==> src/rtl/smb_pkg.sv <==
package smb_pkg;
  typedef enum logic [3:0] {
    ST_IDLE, ST_ADDR, ST_ADDR_ACK, ST_CMD, ST_CMD_ACK,
    ST_DATA, ST_DATA_ACK, ST_TX, ST_MACK, ST_WAIT
  } busState_t;

  // strobes from control to datapath
  typedef struct packed {
    logic loadCmd;
    logic writeReg;
    logic loadTx;
    logic shiftTx;
  } strobe_t;

  // synchronised bus events
  typedef struct packed {
    logic sclRise;
    logic sclFall;
    logic start;
    logic stop;
    logic sda;
  } busEvt_t;
endpackage

==> src/rtl/smb_line_sync.sv <==
module smb_line_sync import smb_pkg::*; #(
  parameter int STAGES = 2
) (
  input  logic    clk,
  input  logic    rst,
  input  logic    sclIn,
  input  logic    sdaIn,
  output busEvt_t evt
);
  logic [STAGES-1:0] sclSr, sdaSr;
  logic sclPrev, sdaPrev;
  logic sclS, sdaS;

  always_ff @(posedge clk) begin
    if (rst) begin
      sclSr   <= '1;
      sdaSr   <= '1;
      sclPrev <= 1'b1;
      sdaPrev <= 1'b1;
    end else begin
      sclSr   <= {sclSr[STAGES-2:0], sclIn};
      sdaSr   <= {sdaSr[STAGES-2:0], sdaIn};
      sclPrev <= sclS;
      sdaPrev <= sdaS;
    end
  end

  assign sclS = sclSr[STAGES-1];
  assign sdaS = sdaSr[STAGES-1];

  always_comb begin
    evt.sclRise = sclS & ~sclPrev;
    evt.sclFall = ~sclS & sclPrev;
    evt.start   = sclS & sclPrev & sdaPrev & ~sdaS;
    evt.stop    = sclS & sclPrev & ~sdaPrev & sdaS;
    evt.sda     = sdaS;
  end
endmodule

==> src/rtl/smb_ctrl.sv <==
module smb_ctrl import smb_pkg::*; #(
  parameter logic [6:0] DEV_ADDR = 7'h2C
) (
  input  logic      clk,
  input  logic      rst,
  input  busEvt_t   evt,
  input  logic      readMsb,
  input  logic      txNext,
  output strobe_t   stb,
  output logic [7:0] rxByte,
  output logic      sdaDriveLow,
  output busState_t state
);
  logic [2:0] bitCnt;
  logic [6:0] rxShift;
  logic       ackOn;
  logic       rdFlag;
  logic       byteDone;

  assign rxByte   = {rxShift, evt.sda};
  assign byteDone = evt.sclRise && (bitCnt == 3'd7);

  always_comb begin
    stb.loadCmd  = (state == ST_CMD)  && byteDone;
    stb.writeReg = (state == ST_DATA) && byteDone;
    stb.loadTx   = (state == ST_ADDR_ACK) && rdFlag && ackOn && evt.sclFall;
    stb.shiftTx  = (state == ST_TX) && evt.sclFall && (bitCnt != 3'd7);
  end

  always_ff @(posedge clk) begin
    if (rst) begin
      state       <= ST_IDLE;
      bitCnt      <= '0;
      rxShift     <= '0;
      ackOn       <= 1'b0;
      rdFlag      <= 1'b0;
      sdaDriveLow <= 1'b0;
    end else if (evt.start) begin
      state       <= ST_ADDR;
      bitCnt      <= '0;
      ackOn       <= 1'b0;
      sdaDriveLow <= 1'b0;
    end else if (evt.stop) begin
      state       <= ST_IDLE;
      bitCnt      <= '0;
      ackOn       <= 1'b0;
      sdaDriveLow <= 1'b0;
    end else begin
      unique case (state)
        ST_ADDR, ST_CMD, ST_DATA: begin
          if (evt.sclRise) begin
            rxShift <= rxByte[6:0];
            bitCnt  <= bitCnt + 3'd1;
            if (bitCnt == 3'd7) begin
              if (state == ST_ADDR) begin
                if (rxByte[7:1] == DEV_ADDR) begin
                  rdFlag <= rxByte[0];
                  state  <= ST_ADDR_ACK;
                end else begin
                  state  <= ST_WAIT;
                end
              end else if (state == ST_CMD) begin
                state <= ST_CMD_ACK;
              end else begin
                state <= ST_DATA_ACK;
              end
            end
          end
        end
        ST_ADDR_ACK, ST_CMD_ACK, ST_DATA_ACK: begin
          if (evt.sclFall) begin
            if (!ackOn) begin
              ackOn       <= 1'b1;
              sdaDriveLow <= 1'b1;
            end else begin
              ackOn  <= 1'b0;
              bitCnt <= '0;
              if (state == ST_ADDR_ACK && rdFlag) begin
                state       <= ST_TX;
                sdaDriveLow <= ~readMsb;
              end else begin
                sdaDriveLow <= 1'b0;
                if (state == ST_ADDR_ACK)     state <= ST_CMD;
                else if (state == ST_CMD_ACK) state <= ST_DATA;
                else                          state <= ST_WAIT;
              end
            end
          end
        end
        ST_TX: begin
          if (evt.sclFall) begin
            if (bitCnt != 3'd7) begin
              bitCnt      <= bitCnt + 3'd1;
              sdaDriveLow <= ~txNext;
            end else begin
              sdaDriveLow <= 1'b0;
              state       <= ST_MACK;
            end
          end
        end
        ST_MACK: begin
          if (evt.sclRise) state <= ST_WAIT;
        end
        default: ;
      endcase
    end
  end
endmodule

==> src/rtl/smb_regs.sv <==
module smb_regs import smb_pkg::*; #(
  parameter int                    NUM_REGS    = 4,
  parameter logic [NUM_REGS*8-1:0] REG_MASK    = '1,
  parameter logic [NUM_REGS*8-1:0] REG_DEFAULT = '0
) (
  input  logic                  clk,
  input  logic                  rst,
  input  strobe_t               stb,
  input  logic [7:0]            rxByte,
  output logic                  readMsb,
  output logic                  txNext,
  output logic [NUM_REGS*8-1:0] regFile
);
  logic [7:0] cmdReg;
  logic [7:0] readData;
  logic [6:0] txShiftR;

  always_ff @(posedge clk) begin
    if (rst) cmdReg <= '0;
    else if (stb.loadCmd) cmdReg <= rxByte;
  end

  for (genvar i = 0; i < NUM_REGS; i++) begin : g_reg
    localparam logic [7:0] MASK = REG_MASK[8*i +: 8];
    localparam logic [7:0] DEF  = REG_DEFAULT[8*i +: 8] & MASK;
    logic [7:0] q;
    always_ff @(posedge clk) begin
      if (rst) q <= DEF;
      else if (stb.writeReg && cmdReg == 8'(i)) q <= rxByte & MASK;
    end
    assign regFile[8*i +: 8] = q;
  end

  always_comb begin
    readData = '0;
    for (int i = 0; i < NUM_REGS; i++)
      if (cmdReg == 8'(i)) readData = regFile[8*i +: 8];
  end

  always_ff @(posedge clk) begin
    if (rst) txShiftR <= '0;
    else if (stb.loadTx) txShiftR <= readData[6:0];
    else if (stb.shiftTx) txShiftR <= {txShiftR[5:0], 1'b0};
  end

  assign readMsb = readData[7];
  assign txNext  = txShiftR[6];
endmodule

==> src/rtl/smbus_regbank_slave.sv <==
module smbus_regbank_slave import smb_pkg::*; #(
  parameter int                    NUM_REGS    = 4,
  parameter logic [6:0]            DEV_ADDR    = 7'h2C,
  parameter logic [NUM_REGS*8-1:0] REG_MASK    = 32'h07FF_0FFF,
  parameter logic [NUM_REGS*8-1:0] REG_DEFAULT = 32'h0380_0500
) (
  input  logic                  clk,
  input  logic                  rst,
  input  logic                  sclIn,
  input  logic                  sdaIn,
  output logic                  sdaDriveLow,
  output logic [NUM_REGS*8-1:0] regFile
);
  busEvt_t   evt;
  strobe_t   stb;
  busState_t busState;
  logic [7:0] rxByte;
  logic readMsb, txNext;

  smb_line_sync #(.STAGES(2)) u_sync (
    .clk(clk), .rst(rst), .sclIn(sclIn), .sdaIn(sdaIn), .evt(evt)
  );

  smb_ctrl #(.DEV_ADDR(DEV_ADDR)) u_ctrl (
    .clk(clk), .rst(rst), .evt(evt), .readMsb(readMsb), .txNext(txNext),
    .stb(stb), .rxByte(rxByte), .sdaDriveLow(sdaDriveLow), .state(busState)
  );

  smb_regs #(.NUM_REGS(NUM_REGS), .REG_MASK(REG_MASK), .REG_DEFAULT(REG_DEFAULT)) u_regs (
    .clk(clk), .rst(rst), .stb(stb), .rxByte(rxByte),
    .readMsb(readMsb), .txNext(txNext), .regFile(regFile)
  );
endmodule

==> config.mk <==
export PLATFORM = sky130hd
export DESIGN_NAME = smbus_regbank_slave
export DESIGN_NICKNAME = d
export VERILOG_FILES = /design/src/rtl/smb_pkg.sv /design/src/rtl/smb_line_sync.sv /design/src/rtl/smb_ctrl.sv /design/src/rtl/smb_regs.sv /design/src/rtl/smbus_regbank_slave.sv
export SDC_FILE = /design/constraint.sdc
export NUM_CORES = 1
export LEC_CHECK = 0
export BUFFER_PORTS_ARGS = -buffer_cell sky130_fd_sc_hd__clkbuf_2
export CORE_ASPECT_RATIO = 1.1
export CORE_UTILIZATION = 54
export CTS_CLUSTER_SIZE = 16
export DETAILED_ROUTE_END_ITERATION = 16
export GPL_TIMING_DRIVEN = 0
export PLACE_DENSITY = 0.75
export SLEW_MARGIN = 20
export SYNTH_ARGS = -nofsm -noshare
export SYNTH_HDL_FRONTEND = slang
export SYNTH_HIERARCHICAL = 1
export SYNTH_SLANG_ARGS = --single-unit
==> constraint.sdc <==
create_clock -name clk -period 2.6 [get_ports clk]
set_clock_uncertainty 0.1 [all_clocks]
set_input_delay 0.26 -clock clk [delete_from_list [all_inputs] [get_ports clk]]
set_output_delay 0.26 -clock clk [all_outputs]
set_load 0.02 [all_outputs]
---- Yosys cells after proc, flatten, opt, wreduce, memory -nomap -nowiden ----
Index checks and enable logic that the tools add are counted.
storage, ports and cells
  logic and storage cells ................. 125
  output and inout port bits .............. 33
  bits in registers ....................... 61
  bits of input ports ..................... 4
cells by class
  reduce and logical (&&, ||, !) cells .... 28
  add/subtract/negate cells ............... 1
  multiplexer cells ....................... 35
  eq/ne operators ......................... 29
  bitwise operators ....................... 15
operator list
  cell                                                                    count
  4-bit 2-to-1 mux                                                        12
  8-bit 2-to-1 mux                                                        4
  4-bit by 3-bit != test with 1-bit output (second input constant)        6
  4-bit by 3-bit equality test with 1-bit output (second input constant)  4
  8-bit by 2-bit equality test with 1-bit output (second input constant)  2
  4-bit one-hot mux with 4 select lines                                   1
  8-bit AND reduction                                                     2
  3-bit 2-to-1 mux                                                        5
  7-bit 2-to-1 mux                                                        2
  1-bit logical AND                                                       12
  2-bit by 1-bit != test with 1-bit output (second input constant)        6
  3-bit one-hot mux with 3 select lines                                   1
  3-bit OR reduction                                                      3
  4-bit by 2-bit equality test with 1-bit output (second input constant)  2
  8-bit by 1-bit equality test with 1-bit output (second input constant)  1
  8-bit logical NOT                                                       1
  1-bit 2-to-1 mux                                                        8
  1-bit inverter                                                          8
  1-bit AND                                                               7
  7-bit by 6-bit equality test with 1-bit output (second input constant)  1
  7-bit AND reduction                                                     1
  6-bit AND reduction                                                     1
  6-bit nonzero test                                                      1
  4-bit by 1-bit equality test with 1-bit output (second input constant)  1
  14 further kinds                                                        16

---- Depth between registers and ports, before layout ----
Gate-level depths: netlist (run 1).
  depth after elaboration ................. 10
  mapped depth ............................ 8
  depth with buffers taken out ............ 7

---- Hierarchy ----
Netlist (run 1), hierarchy kept.
by module, submodules not included
  module         seq. area each (um^2)  instances  area an instance (um^2)  cells each
  smb_regs       760.7                  1          1855.5                   180
  smb_ctrl       340.3                  1          1073.5                   132
  smb_line_sync  120.1                  1          197.7                    17

---- Worst setup path after synthesis (run 1) ----
Ideal clock, no wire load.
  path type ............................... reg2reg
  start ................................... register u_ctrl.state[0]
  end ..................................... register u_regs.g_reg[1].q[0]
  arrival ................................. 2087 ps
  path slack .............................. 287 ps
  period minus slack after synthesis ...... 2313 ps
  library setup time ...................... 126 ps
  required time ........................... 2374 ps
  cell stages (with the launch flop) ...... 8
  buffers on the path ..................... 1
  cells stage by stage .................... dfxtp_1 buf_2 nor2b_1 nand3_1 nor3b_1 nor2b_1 nand4_1 mux2i_1
RTL lines
  what                    RTL line        RTL
  start, declared         smb_ctrl.sv:12  output busState_t state
  start signal, assigned  smb_ctrl.sv:32  state <= ST_IDLE;
  start signal, assigned  smb_ctrl.sv:39  state <= ST_ADDR;
  start signal, assigned  smb_ctrl.sv:44  state <= ST_IDLE;
  end signal, assigned    smb_regs.sv:29  else if (stb.writeReg && cmdReg == 8'(i)) q <= rxByte & MASK;
  end, declared           smb_regs.sv:26  logic [7:0] q;

==> out/results.tsv, run 1 <==
metric	value	unit
die area	0.00610	mm^2
Final setup viols	0	
Core Area	0.00547	mm^2
filler instances	474	
Crit Path Class	register to register	
largest net degree at the start of global routing	16	
Synth cell types	58	
first-pass GRT wire length	11000	um
worst endpoint required time	2.74	ns
DR WL/cell	15.0	um
Fmax	414	MHz
number of enable flip-flop cells after synthesis	0	
Reg clk slew, reported paths	0.07	ns
Synth Cell Area	0.00313	mm^2
final core area utilization	0.663	
Starting Density	0.572	
worst r2r path cells	8	
Seq cells post-synth	61	
routability cong.	0.876	
hold depth	2	
Final Power	2.20	mW
CTS Root Cell	clkbuf_8	
Max Cap Viol	0	
post-synth top area share	0.391	
crit-path max FO	10	
# diodes	0	
H-tree depth	3	
CTS Buf Count	9	
top_reg_cell synth	dfxtp_1	
syn avg cell area	9.50	um^2
post-route clock period utilization	0.929	
FF-to-FF End	u_regs/g_reg[1].q[3]	
vias per cell	5.41	
Max Slew Vio Count	0	
Die Y	81.8	um
Clk Latency, worst-skew pair	0.34	ns
Tot GR Track Use	0.246	
top post-synthesis cells by area	dfxtp_1, mux2i_1, nand2b_1, nor2_1, buf_4	
Critical path origin	u_ctrl/state[0]	
ratio of cells with drive above 1 in the final layout	0.211	
leakage	1.55	nW
DR iter-0 viols	370	
status	completed	
GR Overflow Total	0	
CTS max path bufs	2	
hpwl dp	4800	um
first drt pass iteration count	4	
register area share after synthesis	0.391	
buffers added on ports	27	
Die X	74.6	um
cell area power density	608	mW/mm^2
total number of vias	2480	
final net count	384	
Syn Inst Count	329	
Worst setup EP type	register	
TritonCTS clock tree	done	
Site Rows	28	
antenna violations before repair	0	
Area growth syn-to-layout	15.8	%
wirelength, routed	6870	um
R2R Setup Slk	0.18	ns
Hold Violations, Final	0	
Critical R2R Launch	u_ctrl/state[0]	
CP startpoint kind	register	
async set-or-reset flop fraction in the synthesized netlist	0	
YS warnings	6	
Hold Path Class	input port to register	
# clock sinks	61	
Hold Startpoint	rst	
vias in the first global route	2310	
DRC Markers	0	
VDD IR max	0.416	mV
worst slew pin tran	0.578	ns
post-route ant nets	0	
number of I/O pins	37	
Worst Hold Endpoint	u_sync/sdaSr[0]	
relative slew slack	0.612	
Crit path arrival time	2.55	ns
min cycle time layout	2.42	ns
cell taking the most area after synthesis	dfxtp_1	
Yosys cell counts, types with 3 or more instances:
master and n:
mux2i_1 50, clkbuf_1 10, o31ai_1 3, nor2_1 45
nand2b_1 30, or2_1 6, a21oi_1 12, nor3_1 5
nand2_1 7, mux4_2 3, a21o_1 3, dfxtp_1 61
nand3b_1 6, buf_2 5, or2_2 3, nand3_1 3
nor2b_1 7, buf_4 11, mux2_2 3, nand4_1 8
o21ai_1 3
flip-flops by register name, summed over array words and instances (netlist names):
signal and flops:
u_regs/txShiftR 7, u_ctrl/bitCnt 3, u_regs/cmdReg 8, u_ctrl/rxShift 7
u_sync/sdaPrev 1, u_sync/sclPrev 1, u_sync/sclSr 2, u_sync/sdaSr 2
u_ctrl/ackOn 1, u_ctrl/state 4, u_ctrl/sdaDriveLow 1, u_ctrl/rdFlag 1
u_regs/g.q 23
final cells by class:
class,instances,area [um^2],area share
sequential,61,1220,0.337
multi-input combinational,244,1760,0.486
clock inverter,5,60.1,0.0166
inverter,3,11.3,0.00311
tap,75,93.8,0.0259
clock buffer,11,141,0.0390
buffer,29,171,0.0473
timing repair buffer,30,163,0.0449
placed cells by master (no fill, tap or decap), types with 3 or more instances in the layout:
| cell type | count |
|---|---|
| a21o_1 | 3 |
| nor3_1 | 5 |
| o31ai_1 | 3 |
| nor2_1 | 45 |
| or2_2 | 3 |
| mux2_2 | 3 |
| nor2b_1 | 6 |
| nand2_1 | 7 |
| or2_1 | 6 |
| clkbuf_2 | 27 |
| conb_1 | 9 |
| clkbuf_1 | 11 |
| buf_2 | 5 |
| buf_4 | 12 |
| a21oi_1 | 12 |
| o21ai_1 | 3 |
| nand3_1 | 3 |
| nand2b_1 | 30 |
| clkbuf_8 | 10 |
| nand4_1 | 8 |
| nand3b_1 | 6 |
| mux2i_1 | 50 |
| dfxtp_1 | 61 |
| mux4_2 | 3 |
per-layer routing:
metal | wire (um) | vias to the layer above | track usage
li1 | - | 1243 | -
met1 | 3230 | 1162 | 0.322
met2 | 3240 | 65 | 0.380
met3 | 281 | 10 | 0.0724
met4 | 116 | 0 | 0.0925
met5 | 0 | - | 0
where the power goes:
group | internal, mW | switching, mW | total, mW
clock | 0.470 | 0.381 | 0.851
combinational | 0.151 | 0.224 | 0.375
sequential | 0.954 | 0.0210 | 0.975
total | 1.58 | 0.626 | 2.20
worst max-delay path by stage:
stage | to | slack [ns] | depth (start not counted)
2_1_floorplan | u_regs/g_reg[1].q[0] | 0.29 | 7
3_3_place_gp | u_regs/g_reg[1].q[2] | -0.15 | 7
3_5_place_dp | u_regs/g_reg[1].q[1] | -0.15 | 7
4_1_cts | u_regs/g_reg[1].q[1] | 0.003 | 7
5_1_grt | u_regs/g_reg[1].q[1] | -0.004 | 8
6_report | u_regs/g_reg[1].q[3] | 0.18 | 8
timing repair:
item / 4_1_cts / 5_1_grt
setup endpoints to repair: 5 / 12
gates resized for setup: 1 / 1
endpoints found under the hold margin: 2 / 0
buffers inserted: 0 / 1
pin swaps: 0 / 1
hold buffers: 2 / 0
stage by stage:
step | cell area (um^2) | hold slack, ns | instances | setup TNS [ns] | setup WS, ns
finish | 3620 | 0.228 | 458 | 0 | 0.184
floorplan | 3160 | 0.257 | 337 | 0 | 0.287
detailed placement | 3390 | 0.288 | 439 | -0.577 | -0.149
global route | 3620 | 0.249 | 458 | -0.00643 | -0.00379
global placement | 3390 | 0.285 | 439 | -0.590 | -0.148
CTS | 3610 | 0.222 | 457 | 0 | 0.00269
cells by family (layout without fill, tap and decap cells):
group	after synthesis	in the layout	share of synthesized area
simple gates	137	137	0.257
flops	61	61	0.391
mux	58	58	0.200
compound gates	36	36	0.0784
buf+inv	32	78	0.0584
fa+ha+maj	3	3	0.0116
other cells	1	9	0.00120
xor+xnor	1	1	0.00280
worst max-delay path: stages, from the launching register on:
cell and delay, ns:
dfxtp_1 0.47, buf_2 0.28, nor2b_1 0.25, nand3_1 0.18, nor3b_2 0.35, nor2b_2 0.26
nand4_1 0.11, buf_4 0.19, mux2i_1 0.11
Power figures use the tool's default switching activity.
==> run 2, diff against run 1 <==
--- a/config.mk
+++ b/config.mk
@@ -5,9 +5,12 @@
 export SDC_FILE = /design/constraint.sdc
 export NUM_CORES = 1
 export LEC_CHECK = 0
+export ABC_AREA = 1
 export BUFFER_PORTS_ARGS = -buffer_cell sky130_fd_sc_hd__clkbuf_2
+export CAP_MARGIN = 20
 export CORE_ASPECT_RATIO = 1.1
 export CORE_UTILIZATION = 54
+export CTS_CLUSTER_DIAMETER = 100
 export CTS_CLUSTER_SIZE = 16
 export DETAILED_ROUTE_END_ITERATION = 16
 export GPL_TIMING_DRIVEN = 0
==> run 2 against run 1 <==
Net effect:
- via count increased by 21%
- worst hold slack got worse by 0.089 ns
- clock power increased by 4.5%
- routed wire length increased by 10%
- first-iteration DRC count decreased by 35%
- non-clock buffer count decreased by 14
- total power increased by 32%
- flip-flop and latch count unchanged
- sequential power increased by 7%
- count of clock-buffer cells in the layout increased by 2
- synthesized cell count increased by 34%
- fmax increased by 0.76%
- largest power group unchanged
==> out/results.tsv, run 2 <==
metric	value	unit	change
async set-or-reset flop fraction in the synthesized netlist	0		unchanged
largest net degree at the start of global routing	11		-5
Fmax	417	MHz	+0.76%
Slowest Stage Delay on Critical Path	0.59	ns	+0.12 ns
Cells after DPL	552		+26%
Synth Cell Area	0.00317	mm^2	+1.3%
wirelength, routed	7580	um	+10%
Site Rows	28		unchanged
antenna violations before repair	0		unchanged
min cycle time layout	2.40	ns	-0.0183 ns
status	completed		
worst endpoint required time	2.71	ns	-0.03 ns
Clk Latency, worst-skew pair	0.34	ns	about the same
die area	0.00618	mm^2	+1.3%
crit-path max FO	6		-4
CTS Root Cell	clkbuf_8		
H-tree depth	3		unchanged
syn avg cell area	7.17	um^2	-25%
cell taking the most area after synthesis	dfxtp_1		
worst slew pin tran	0.664	ns	+0.0867 ns
Max Cap Viol	0		unchanged
number of enable flip-flop cells after synthesis	0		unchanged
total number of vias	2993		+21%
hpwl dp	5440	um	+13%
Crit Path Class	register to register		
GR Overflow Total	0		unchanged
CP bufs+invs	2		unchanged
postcts setup bufs	0		unchanged
crit-path cells	ha_1 -> ha_1 -> nand2_1 -> nor3_2 -> inv_1 -> nor2_4 -> inv_2 -> nand2_1 -> nand3_1		
global route hottest layer	met2		
vias per cell	5.25		-3.0%
top_reg_cell synth	dfxtp_1		
most common cell after layout, fill and taps aside	nor2_1		
TritonCTS clock tree	done		
VDD IR max	0.607	mV	+46%
global-route met3 utilization	0.0667		-0.00565
count leader, synth	nor2_1		
Flop pwr share	0.356		-0.087
Hold Violations, Final	0		unchanged
fraction of met2 tracks used by global routing	0.484		+0.104
switching portion of total power	0.361		+0.0762
first drt pass iteration count	6		+2
Int Pwr	1.86	mW	+18%
Final setup viols	0		unchanged
post-route clock period utilization	0.922		-0.00703
register area share after synthesis	0.385		-0.00509
Worst setup EP type	register		
RSZ-0062 raised after global routing	false		
number of flip-flops in the largest register	23		unchanged
Die Y	82.3	um	+0.65%
most frequent cells in the layout	nor2_1, nand2_1, dfxtp_1		
DR WL/cell	13.3	um	-11%
final net count	496		+29%
post-route ant nets	0		unchanged
Reg clk slew, reported paths	0.07	ns	about the same
clock power share	0.305		-0.082
pre-CTS worst setup slack	-0.0789	ns	+0.0703 ns
Comb power frac	0.339		+0.169
Seq cells post-synth	61		unchanged
top post-synthesis cells by area	dfxtp_1, nor2_1, nand2_1, o21ai_0, nor2_4		
met1 usage	0.292		-0.0300
Non-Filler Instances	570		+24%
Net Sw Power	1.05	mW	+68%
# diodes	0		unchanged
setup ws final	0.202	ns	+0.0183 ns
vias in the first global route	2744		+19%
cell area power density	795	mW/mm^2	+31%
Hold Path Class	input port to register		
most frequent cells after synthesis	nor2_1, nand2_1, dfxtp_1		
filler instances	487		+2.7%
post-synth top area share	0.385		-0.00509
Tot GR Track Use	0.270		+0.0244
number of I/O pins	37		unchanged
Max Slew Vio Count	0		unchanged
ratio of cells with drive above 1 in the final layout	0.220		+0.00871
YS warnings	6		unchanged
Die X	75.0	um	+0.64%
routability cong.	0.907		+3.6%
DR iter-0 viols	240		-35%
Core Area	0.00550	mm^2	+0.64%
Syn Inst Count	442		+34%
Starting Density	0.576		+0.00386
CTS Buf Count	9		unchanged
buffers added on ports	27		unchanged
CTS max path bufs	2		unchanged
leakage	1.67	nW	+7.6%
# clock sinks	61		unchanged
CP startpoint kind	register		
Synth cell types	31		-47%
Area growth syn-to-layout	15.8	%	about the same
Crit path arrival time	2.50	ns	-0.05 ns
CP top delay family	simple AND/OR/NAND/NOR gates		
R2R Setup Slk	0.20	ns	+0.02 ns
top flop regs	u_regs/g.q x23, u_regs/cmdReg x8		
CP max stage cell	nor3_2		
relative slew slack	0.555		-0.0572
first-pass GRT wire length	12200	um	+11%
Biggest register	u_regs/g.q		
DRC Markers	0		unchanged
[run 2: final timing paths]
kind,from,endpoint,depth (start not counted)
max,u_ctrl/bitCnt[0],u_regs/g_reg[3].q[1],9
min,rst,u_regs/txShiftR[0],2
max reg2reg,u_ctrl/bitCnt[0],u_regs/g_reg[3].q[1],9
min reg2reg,u_sync/sclSr[0],u_sync/sclSr[1],1
[run 2: timing repair]
| action | 4_1_cts | 5_1_grt |
|---|---|---|
| endpoints found under the hold margin | 2 | 0 |
| hold buffers | 2 | 0 |
| resized for setup | 1 | 1 |
| setup endpoints to repair | 3 | 2 |
[run 2: layer usage]
layer / share of wire / vias to the layer above
met5: 0 / -
met4: 0.039 / 0
met3: 0.052 / 24
met2: 0.49 / 111
met1: 0.42 / 1354
li1: - / 1504
[run 2: kinds of logic after synthesis]
group / after synthesis / synth area share
and+or+nand+nor: 237 / 0.382
AOI/OAI and AO/OA: 80 / 0.135
buffers and inverters: 61 / 0.0885
DFF: 61 / 0.385
adders and majority gates: 2 / 0.00790
other: 1 / 0.00118
[run 2: stage by stage]
stage | instance area (um^2) | TNS (ns) | power [mW] | hold slack [ns] | util
after floorplan | 3200 | 0 | 1.88 | 0.229 | -
after global placement | 3430 | -0.126 | 2.01 | 0.285 | 0.623
final | 3670 | 0 | 2.92 | 0.139 | 0.667
after detailed placement | 3430 | -0.127 | 2.03 | 0.289 | 0.623
after CTS | 3660 | 0 | 2.92 | 0.122 | 0.666
after global routing | 3670 | 0 | 3.11 | 0.147 | 0.667
[run 2: power by group through the flow]
stage               Combinational (mW)  Clock, mW  Sequential, mW
global placement                 0.957          0            1.06
detailed placement               0.976          0            1.06
floorplan                        0.831          0            1.05
global route                      1.13      0.942            1.04
finish                           0.989      0.889            1.04
CTS                              0.982      0.903            1.04
[run 2: worst register-to-register path, delay by kind of cell (launching register included)]
family / cells / cell delay (ns)
and+or+nand+nor: 5 / 1.12
adders and majority gates: 2 / 0.48
DFF: 1 / 0.34
buffers and inverters: 2 / 0.22
[run 2: layout make-up]
type | count | area, um^2 | share of cell area
buffer | 16 | 109 | 0.0297
clock buffer | 13 | 169 | 0.0460
clock inverter | 3 | 42.5 | 0.0116
inverter | 45 | 171 | 0.0467
multi-input combinational | 328 | 1710 | 0.465
sequential | 61 | 1220 | 0.333
tap | 75 | 93.8 | 0.0256
timing repair buffer | 29 | 155 | 0.0423
==> run 3, diff against run 2 <==
--- a/config.mk
+++ b/config.mk
@@ -6,7 +6,7 @@
 export NUM_CORES = 1
 export LEC_CHECK = 0
 export ABC_AREA = 1
-export BUFFER_PORTS_ARGS = -buffer_cell sky130_fd_sc_hd__clkbuf_2
+export BUFFER_PORTS_ARGS = -buffer_cell sky130_fd_sc_hd__buf_2
 export CAP_MARGIN = 20
 export CORE_ASPECT_RATIO = 1.1
 export CORE_UTILIZATION = 54
==> run 3 against run 2 <==
Net effect:
- design area down 0.92%
- die area is the same
- total power is 4.5% lower
- critical path type unchanged
==> out/results.tsv, run 3 (synthesis gave the netlist of run 2 again) <==
metric	value	unit	change
status	completed		
top flop regs	u_regs/g.q x23, u_regs/cmdReg x8		
number of I/O pins	37		unchanged
buffers added on ports	27		unchanged
leakage	1.67	nW	-0.18%
Starting Density	0.576		unchanged
GR Overflow Total	0		unchanged
CTS max path bufs	2		unchanged
Hold Startpoint	rst		
R2R Setup Slk	0.23	ns	+0.03 ns
post-route ant nets	0		unchanged
TritonCTS clock tree	done		
worst endpoint required time	2.70	ns	about the same
hold depth	2		unchanged
hpwl dp	5470	um	+0.54%
FF-to-FF End	u_regs/g_reg[3].q[1]		
Fin Setup TNS	0	ns	unchanged
CTS Root Cell	clkbuf_8		
min cycle time layout	2.37	ns	-0.0254 ns
Biggest register	u_regs/g.q		
Final setup viols	0		unchanged
Site Rows	28		unchanged
RSZ-0062 raised after global routing	false		
crit-path cells	ha_1 -> ha_1 -> nand2_1 -> nor3_2 -> inv_1 -> nor2_4 -> inv_2 -> nand2_1 -> nand3_1		
Crit Path Class	register to register		
CTS Buf Count	9		unchanged
Die X	75.0	um	unchanged
Core Area	0.00550	mm^2	unchanged
Hold Violations, Final	0		unchanged
routability cong.	0.892		-1.7%
Max Cap Viol	0		unchanged
DRC Markers	0		unchanged
final net count	496		unchanged
Clk Latency, worst-skew pair	0.33	ns	about the same
crit-path max FO	6		unchanged
CP max stage cell	nor3_2		
most common cell after layout, fill and taps aside	nor2_1		
# diodes	0		unchanged
first-pass GRT wire length	12000	um	-2.1%
Slowest Stage Delay on Critical Path	0.58	ns	about the same
ratio of cells with drive above 1 in the final layout	0.220		unchanged
Worst setup EP type	register		
global-route met3 utilization	0.0595		-0.00728
DR iter-0 viols	321		+34%
post-route clock period utilization	0.913		-0.00976
Max Slew Vio Count	0		unchanged
CP startpoint kind	register		
DR WL/cell	13.0	um	-2.0%
Crit path arrival time	2.47	ns	-0.03 ns
worst r2r path cells	9		unchanged
vias per cell	5.24		-0.27%
fraction of met2 tracks used by global routing	0.474		-0.00991
relative slew slack	0.567		+0.0120
cell area power density	766	mW/mm^2	-3.6%
post-layout instance area	0.00363	mm^2	-0.92%
largest net degree at the start of global routing	11		unchanged
wirelength, routed	7430	um	-2.0%
met1 usage	0.295		+0.00286
VDD IR max	0.588	mV	-3.1%
most frequent cells in the layout	nor2_1, nand2_1, dfxtp_1		
Reg clk slew, reported paths	0.07	ns	about the same
Critical R2R Launch	u_ctrl/bitCnt[0]		
number of flip-flops in the largest register	23		unchanged
Area growth syn-to-layout	14.7	%	
Fmax	421	MHz	+1.1%
# clock sinks	61		unchanged
Hold Path Class	input port to register		
antenna violations before repair	0		unchanged
placed inst area	0.00343	mm^2	unchanged
postcts setup bufs	0		unchanged
first drt pass iteration count	6		unchanged
Die Y	82.3	um	unchanged
Worst Hold Endpoint	u_regs/txShiftR[0]		
global route hottest layer	met2		
total number of vias	2985		-0.27%
H-tree depth	3		unchanged
vias in the first global route	2744		unchanged
die area	0.00618	mm^2	unchanged
Tot GR Track Use	0.264		-0.00641
worst slew pin tran	0.647	ns	-0.0179 ns
run 3: cell count changes in the layout (fill, tap and decap cells not counted):
| cell | change |
|---|---|
| buf_2 | +27 |
| clkbuf_2 | -27 |
| clkinv_2 | +2 |
| bufinv_16 | -1 |
| clkbuf_8 | -1 |
run 3: per-stage QoR:
step	utilization	total power [mW]	instances	setup WS (ns)	hold slack [ns]
6_report	0.661	2.79	570	0.227	0.121
5_1_grt	0.661	2.99	570	0.100	0.131
4_1_cts	0.660	2.79	570	0.134	0.119
3_5_place_dp	0.623	2.03	552	-0.139	0.295
3_3_place_gp	0.623	2.01	552	-0.0702	0.285
2_1_floorplan	-	1.88	450	0.398	0.229
run 3: power breakdown:
| group | total [mW] | internal, mW | switching, mW | leakage (nW) |
|---|---|---|---|---|
| sequential | 1.04 | 0.988 | 0.0481 | 0.494 |
| clock | 0.766 | 0.393 | 0.373 | 0.0921 |
| combinational | 0.983 | 0.356 | 0.627 | 1.08 |
| total | 2.79 | 1.74 | 1.05 | 1.67 |
run 3: worst max-delay path, delay by kind of cell (launching register included):
family,cells,cell delay [ns]
fa+ha+maj,2,0.49
flops,1,0.35
buf+inv,2,0.22
simple gates,5,1.08
run 3: worst max-delay path by stage:
stage / startpoint / endpoint / cells past startpoint
floorplan: u_ctrl/bitCnt[0] / u_regs/g_reg[3].q[2] / 9
global placement: u_ctrl/bitCnt[0] / u_regs/g_reg[3].q[1] / 9
detailed placement: u_ctrl/bitCnt[0] / u_regs/g_reg[3].q[1] / 9
CTS: u_ctrl/bitCnt[0] / u_regs/cmdReg[3] / 8
global route: u_ctrl/bitCnt[0] / u_regs/g_reg[3].q[1] / 9
finish: u_ctrl/bitCnt[0] / u_regs/g_reg[3].q[1] / 9
run 3: cell type report:
class,instances,area [um^2]
Tap cell,75,93.8
Clock buffer,12,155
Inverter,45,171
Clock inverter,4,22.5
Timing Repair Buffer,29,155
Buffer,16,109
Multi-Input combinational cell,328,1710
Sequential cell,61,1220
Fill cell,506,1870
run 3: repair_timing:
| action | 4_1_cts | 5_1_grt |
|---|---|---|
| hold buffers | 2 | 0 |
| pin swaps | 0 | 0 |
| setup endpoints to repair | 19 | 4 |
| resized for setup | 1 | 1 |
| endpoints found under the hold margin | 2 | 0 |
run 3: metal layers:
| layer | share of wire | vias to the layer above |
|---|---|---|
| met5 | 0 | - |
| met2 | 0.50 | 93 |
| met4 | 0.017 | 0 |
| li1 | - | 1510 |
| met1 | 0.43 | 1366 |
| met3 | 0.051 | 16 |
